**config.mk**
```make
export PLATFORM = sky130hd
export DESIGN_NAME = fault_isolation_unit
export DESIGN_NICKNAME = d
export VERILOG_FILES = /design/src/rtl/fiu_pkg.sv /design/src/rtl/fiu_regfile.sv /design/src/rtl/fiu_classify.sv /design/src/rtl/fault_isolation_unit.sv
export SDC_FILE = /design/constraint.sdc
export NUM_CORES = 1
export LEC_CHECK = 0
export BUFFER_PORTS_ARGS = -buffer_cell sky130_fd_sc_hd__buf_2
export CAP_MARGIN = 20
export CORE_MARGIN = 3
export CORE_UTILIZATION = 50
export DETAILED_ROUTE_END_ITERATION = 8
export PLACE_DENSITY = 0.68
export SYNTH_ARGS = -nofsm -noshare
export SYNTH_HDL_FRONTEND = slang
export SYNTH_SLANG_ARGS = --single-unit
```
**constraint.sdc**
```tcl
create_clock -name clk -period 4.6 [get_ports clk]
set_input_delay 0.92 -clock clk [delete_from_list [all_inputs] [get_ports clk]]
set_output_delay 0.92 -clock clk [all_outputs]
set_load 0.01 [all_outputs]
```
**src/rtl/fiu_pkg.sv**
```systemverilog
package fiu_pkg;
    localparam int FIU_AW = 3;

    localparam logic [FIU_AW-1:0] ADR_FAULT    = 3'd0;
    localparam logic [FIU_AW-1:0] ADR_ACT0     = 3'd1;
    localparam logic [FIU_AW-1:0] ADR_ACT1     = 3'd2;
    localparam logic [FIU_AW-1:0] ADR_MASK     = 3'd3;
    localparam logic [FIU_AW-1:0] ADR_MASK_AND = 3'd4;
    localparam logic [FIU_AW-1:0] ADR_MASK_OR  = 3'd5;
    localparam logic [FIU_AW-1:0] ADR_CTRL     = 3'd6;

    // class index equals the action pair {action0, action1}
    typedef enum logic [1:0] {
        CLS_XSTOP  = 2'b00,
        CLS_RECOV  = 2'b01,
        CLS_ATTN   = 2'b10,
        CLS_LXSTOP = 2'b11
    } fiu_class_e;

    localparam int NUM_CLASSES = 4;

    typedef struct packed {
        logic xstop;
        logic recov;
        logic spec_attn;
        logic host_attn;
        logic lxstop;
    } fiu_out_t;
endpackage

```
**src/rtl/fiu_regfile.sv**
```systemverilog
module fiu_regfile
    import fiu_pkg::*;
#(
    parameter int NBITS = 64
) (
    input  logic              clk,
    input  logic              rst_n,
    input  logic [NBITS-1:0]  err_i,
    input  logic              bus_valid_i,
    input  logic              bus_we_i,
    input  logic [FIU_AW-1:0] bus_addr_i,
    input  logic [NBITS-1:0]  bus_wdata_i,
    output logic [NBITS-1:0]  fault_o,
    output logic [NBITS-1:0]  act0_o,
    output logic [NBITS-1:0]  act1_o,
    output logic [NBITS-1:0]  mask_o,
    output logic              host_sel_o,
    output logic [NBITS-1:0]  rdata_o,
    output logic              rvalid_o
);
    typedef struct packed {
        logic [NBITS-1:0] fault;
        logic [NBITS-1:0] act0;
        logic [NBITS-1:0] act1;
        logic [NBITS-1:0] mask;
        logic             host_sel;
        logic [NBITS-1:0] rdata;
        logic             rvalid;
    } regs_t;

    regs_t r_d, r_q;

    logic wr_en, rd_en;
    assign wr_en = bus_valid_i &  bus_we_i;
    assign rd_en = bus_valid_i & ~bus_we_i;

    always_comb begin
        r_d        = r_q;
        r_d.rvalid = rd_en;

        if (wr_en) begin
            unique case (bus_addr_i)
                ADR_FAULT:    r_d.fault    = bus_wdata_i;
                ADR_ACT0:     r_d.act0     = bus_wdata_i;
                ADR_ACT1:     r_d.act1     = bus_wdata_i;
                ADR_MASK:     r_d.mask     = bus_wdata_i;
                ADR_MASK_AND: r_d.mask     = r_q.mask & bus_wdata_i;
                ADR_MASK_OR:  r_d.mask     = r_q.mask | bus_wdata_i;
                ADR_CTRL:     r_d.host_sel = bus_wdata_i[0];
                default:      ;
            endcase
        end

        // hardware set dominates any software clear in the same cycle
        r_d.fault = r_d.fault | err_i;

        if (rd_en) begin
            unique case (bus_addr_i)
                ADR_FAULT:    r_d.rdata = r_q.fault;
                ADR_ACT0:     r_d.rdata = r_q.act0;
                ADR_ACT1:     r_d.rdata = r_q.act1;
                ADR_MASK,
                ADR_MASK_AND,
                ADR_MASK_OR:  r_d.rdata = r_q.mask;
                ADR_CTRL:     r_d.rdata = {{(NBITS-1){1'b0}}, r_q.host_sel};
                default:      r_d.rdata = '0;
            endcase
        end
    end

    always_ff @(posedge clk or negedge rst_n) begin
        if (!rst_n) begin
            r_q          <= '0;
            r_q.mask     <= '1;
        end else begin
            r_q <= r_d;
        end
    end

    assign fault_o    = r_q.fault;
    assign act0_o     = r_q.act0;
    assign act1_o     = r_q.act1;
    assign mask_o     = r_q.mask;
    assign host_sel_o = r_q.host_sel;
    assign rdata_o    = r_q.rdata;
    assign rvalid_o   = r_q.rvalid;
endmodule

```
**src/rtl/fiu_classify.sv**
```systemverilog
module fiu_classify
    import fiu_pkg::*;
#(
    parameter int NBITS = 64
) (
    input  logic [NBITS-1:0]       fault_i,
    input  logic [NBITS-1:0]       act0_i,
    input  logic [NBITS-1:0]       act1_i,
    input  logic [NBITS-1:0]       mask_i,
    output logic [NUM_CLASSES-1:0] hit_o
);
    logic [NBITS-1:0] live;
    assign live = fault_i & ~mask_i;

    for (genvar c = 0; c < NUM_CLASSES; c++) begin : g_cls
        localparam logic [1:0] CODE = c[1:0];
        logic [NBITS-1:0] sel;
        assign sel      = (CODE[1] ? act0_i : ~act0_i) & (CODE[0] ? act1_i : ~act1_i);
        assign hit_o[c] = |(live & sel);
    end
endmodule

```
**src/rtl/fault_isolation_unit.sv**
```systemverilog
module fault_isolation_unit
    import fiu_pkg::*;
#(
    parameter int NBITS = 64
) (
    input  logic              clk,
    input  logic              rst_n,
    input  logic [NBITS-1:0]  err_i,
    input  logic              bus_valid_i,
    input  logic              bus_we_i,
    input  logic [2:0]        bus_addr_i,
    input  logic [NBITS-1:0]  bus_wdata_i,
    output logic [NBITS-1:0]  bus_rdata_o,
    output logic              bus_rvalid_o,
    output logic              checkstop_o,
    output logic              recov_o,
    output logic              spec_attn_o,
    output logic              host_attn_o,
    output logic              lxstop_o
);
    logic [NBITS-1:0]       fault_q, act0_q, act1_q, mask_q;
    logic                   host_sel_q;
    logic [NUM_CLASSES-1:0] hit;

    fiu_regfile #(.NBITS(NBITS)) u_regs (
        .clk         (clk),
        .rst_n       (rst_n),
        .err_i       (err_i),
        .bus_valid_i (bus_valid_i),
        .bus_we_i    (bus_we_i),
        .bus_addr_i  (bus_addr_i),
        .bus_wdata_i (bus_wdata_i),
        .fault_o     (fault_q),
        .act0_o      (act0_q),
        .act1_o      (act1_q),
        .mask_o      (mask_q),
        .host_sel_o  (host_sel_q),
        .rdata_o     (bus_rdata_o),
        .rvalid_o    (bus_rvalid_o)
    );

    fiu_classify #(.NBITS(NBITS)) u_cls (
        .fault_i (fault_q),
        .act0_i  (act0_q),
        .act1_i  (act1_q),
        .mask_i  (mask_q),
        .hit_o   (hit)
    );

    fiu_out_t out_d, out_q;

    always_comb begin
        out_d.xstop     = hit[CLS_XSTOP];
        out_d.recov     = hit[CLS_RECOV];
        out_d.spec_attn = hit[CLS_ATTN] & ~host_sel_q;
        out_d.host_attn = hit[CLS_ATTN] &  host_sel_q;
        out_d.lxstop    = hit[CLS_LXSTOP];
    end

    always_ff @(posedge clk or negedge rst_n) begin
        if (!rst_n) out_q <= '0;
        else        out_q <= out_d;
    end

    assign checkstop_o = out_q.xstop;
    assign recov_o     = out_q.recov;
    assign spec_attn_o = out_q.spec_attn;
    assign host_attn_o = out_q.host_attn;
    assign lxstop_o    = out_q.lxstop;
endmodule

```
==> metrics.yaml <==
outcome: "complete, no violations"
fin_nets: 2023
max_stage_delay_ns: 0.68
rows: 67
crit_buf_inv: 3
synth_top_flop_cell: "dfrtp_1"
avgSynthCellArea_um2: 10.1
cp-end-kind: "flip-flop"
critPathKind: "in2reg"
critical_path.top_delay_family: "buffers and inverters"
via_per_inst: 6.40
grt_max_degree: 132
cts.sinks: 327
clock_latency_ns: 0.54
dieArea_mm2: 0.0369
cts_max_path_buffers: 3
finalSetupTns_ns: 0
layout_common_cells: "dfrtp_1 (263), nand2_1 (202), buf_2 (202)"
tightestPinTransition_ns: 1.17
grt_pass1_vias: 14500
n_fill_cell: 2872
finalHoldViolations: 0
fin_skew_ns: 0.0193
drc: 0
slew_viol_final: 0
cts_setup_buffers: 0
synth-edff-count: 0
required_ns: 5.06
syn_inst: 1705
die-height_um: 192
cp-start-kind: "input pin"
cp_max_fo: 37
tritoncts: "yes"
cp.arrival_ns: 3.41
io_buffer_count: 204
gr-usage-all-layers: 0.339
final_common_cell: "dfrtp_1"
htree_num_levels: 2
pin_count: 205
async_reset_ff_frac: 1.00
max_freq_mhz: 339
slew_headroom: 0.207
maxCapViolCount: 0
synth.distinct_cells: 51
syn_nets: 1840
layout-drive-gt1-share: 0.254
synth_seq_area_share: 0.478
gp_congestion: 0.986
start_util: 0.512
hp-class: "in2async"
vias: 15100
power_density_mw_per_mm2: 480
dpl_cell_area_mm2: 0.0187
die_w_um: 192
finalCriticalPeriod_ns: 2.95
whs_ns: 0.324
irDropWorstVdd_mv: 0.278
fp.coreArea_mm2: 0.0338
clockRootBuffer: "clkbuf_16"
cpMostUsedCell: "buf_4"
first_pass_iters: 5
overflow: 0
ant_nets: 0
ctsHoldBuffers: 0
utilization: 0.591
finalSetupViolCount: 0
power.static_leakage_uw: 0.00879
grt_pass1_wl_mm: 93.6
synth_warnings: 0
synth_area_mm2: 0.0173
ys_ff_latch: 327
drt_iter0_markers: 1626
fin_area_mm2: 0.0200
post_cts_resized: 0
antenna_found_initial: 1
post-route-period-util: 0.641
area_growth_pct: 15.5
path_clk_slew_ns: 0.06
totalWireLength_mm: 62.7
cts_buffers: 38
crit_chain: "buf_4, buf_4, nor2b_4, buf_4, a21oi_1, o21ai_0, a22o_1"
rsz0062_at_grt: "no"
wl_per_cell_um: 26.5
critPathSlowestCell: "nor2b_4"
dp_hpwl_mm: 44.4
## worst paths after layout
kind,start,slack (ns),to,depth (start not counted)
min,rst_n,0.32,u_regs.rdata_o[41]$_DFFE_PN0P_,1
max reg2reg,u_regs.act0_o[5]$_DFFE_PN0P_,1.95,host_attn_o$_DFF_PN0_,5
max in group asynchronous,rst_n,3.20,u_regs.act1_o[22]$_DFFE_PN0P_,2
max,bus_addr_i[0],1.65,u_regs.rdata_o[46]$_DFFE_PN0P_,7
min in group clk,u_regs.rdata_o[20]$_DFFE_PN0P_,0.50,u_regs.rdata_o[20]$_DFFE_PN0P_,1
min reg2reg,u_regs.rdata_o[20]$_DFFE_PN0P_,0.50,u_regs.rdata_o[20]$_DFFE_PN0P_,1
## metal layers
layer / routed length (µm) / up-vias / share of wire / track usage
met5: 0 / - / 0 / 0
met4: 2190 / 0 / 0.035 / 0.112
met3: 5910 / 119 / 0.094 / 0.0659
met2: 28500 / 759 / 0.46 / 0.527
met1: 26000 / 7570 / 0.42 / 0.479
li1: - / 6689 / - / -
## logic make-up (layout without fill, tap and decap cells)
family | after synthesis | after routing | share of synthesized area
flops | 327 | 327 | 0.478
compound gates | 318 | 318 | 0.115
simple gates | 760 | 760 | 0.256
other cells | 0 | 1 | 0
buf+inv | 107 | 318 | 0.0302
mux | 193 | 193 | 0.121
## Yosys cell counts, types with 19 or more instances
| library cell | number | area [µm²] |
|---|---|---|
| dfstp_2 | 64 | 1680 |
| a21oi_1 | 133 | 666 |
| nor4bb_1 | 74 | 741 |
| mux2_2 | 119 | 1340 |
| nor2_1 | 197 | 739 |
| nand3b_1 | 91 | 683 |
| nand2_1 | 203 | 762 |
| inv_1 | 19 | 71.3 |
| o21ai_0 | 65 | 325 |
| clkbuf_1 | 26 | 97.6 |
| a22o_1 | 64 | 561 |
| buf_2 | 45 | 225 |
| dfrtp_1 | 263 | 6580 |
| nand4b_1 | 36 | 315 |
| nor4_1 | 35 | 219 |
| nor4b_1 | 42 | 368 |
| mux2i_1 | 64 | 641 |
| nor3b_1 | 19 | 143 |
## state kept, by name (all words and copies together), names as in the netlist
register / count
checkstop_o: 1
host_attn_o: 1
lxstop_o: 1
recov_o: 1
spec_attn_o: 1
u_regs.act0_o: 64
u_regs.act1_o: 64
u_regs.fault_o: 64
u_regs.host_sel_o: 1
u_regs.mask_o: 64
u_regs.rdata_o: 64
u_regs.rvalid_o: 1
## where the power goes
part           switching [µW]  internal, µW
Sequential                781          3510
Combinational            1260          1020
Clock                    1210          1800
Total                    3250          6330
## layout make-up
type / count / area (µm²) / share of cell area
Inverter: 19 / 71.3 / 0.00357
Sequential cell: 327 / 8260 / 0.414
Clock inverter: 5 / 61.3 / 0.00307
Antenna cell: 1 / 2.50 / 0.000125
Clock buffer: 63 / 1180 / 0.0589
Multi-Input combinational cell: 1271 / 8570 / 0.429
Timing Repair Buffer: 231 / 1270 / 0.0638
Tap cell: 448 / 561 / 0.0281
## through the flow
stage	setup slack [ns]	instances	total power, µW
after floorplan	2.44	1705	5430
after global placement	1.25	2296	6460
after detailed placement	1.17	2296	6530
after CTS	1.72	2364	9550
after global routing	1.55	2365	9970
final	1.65	2365	9580
(Power assumes the default switching activity.)
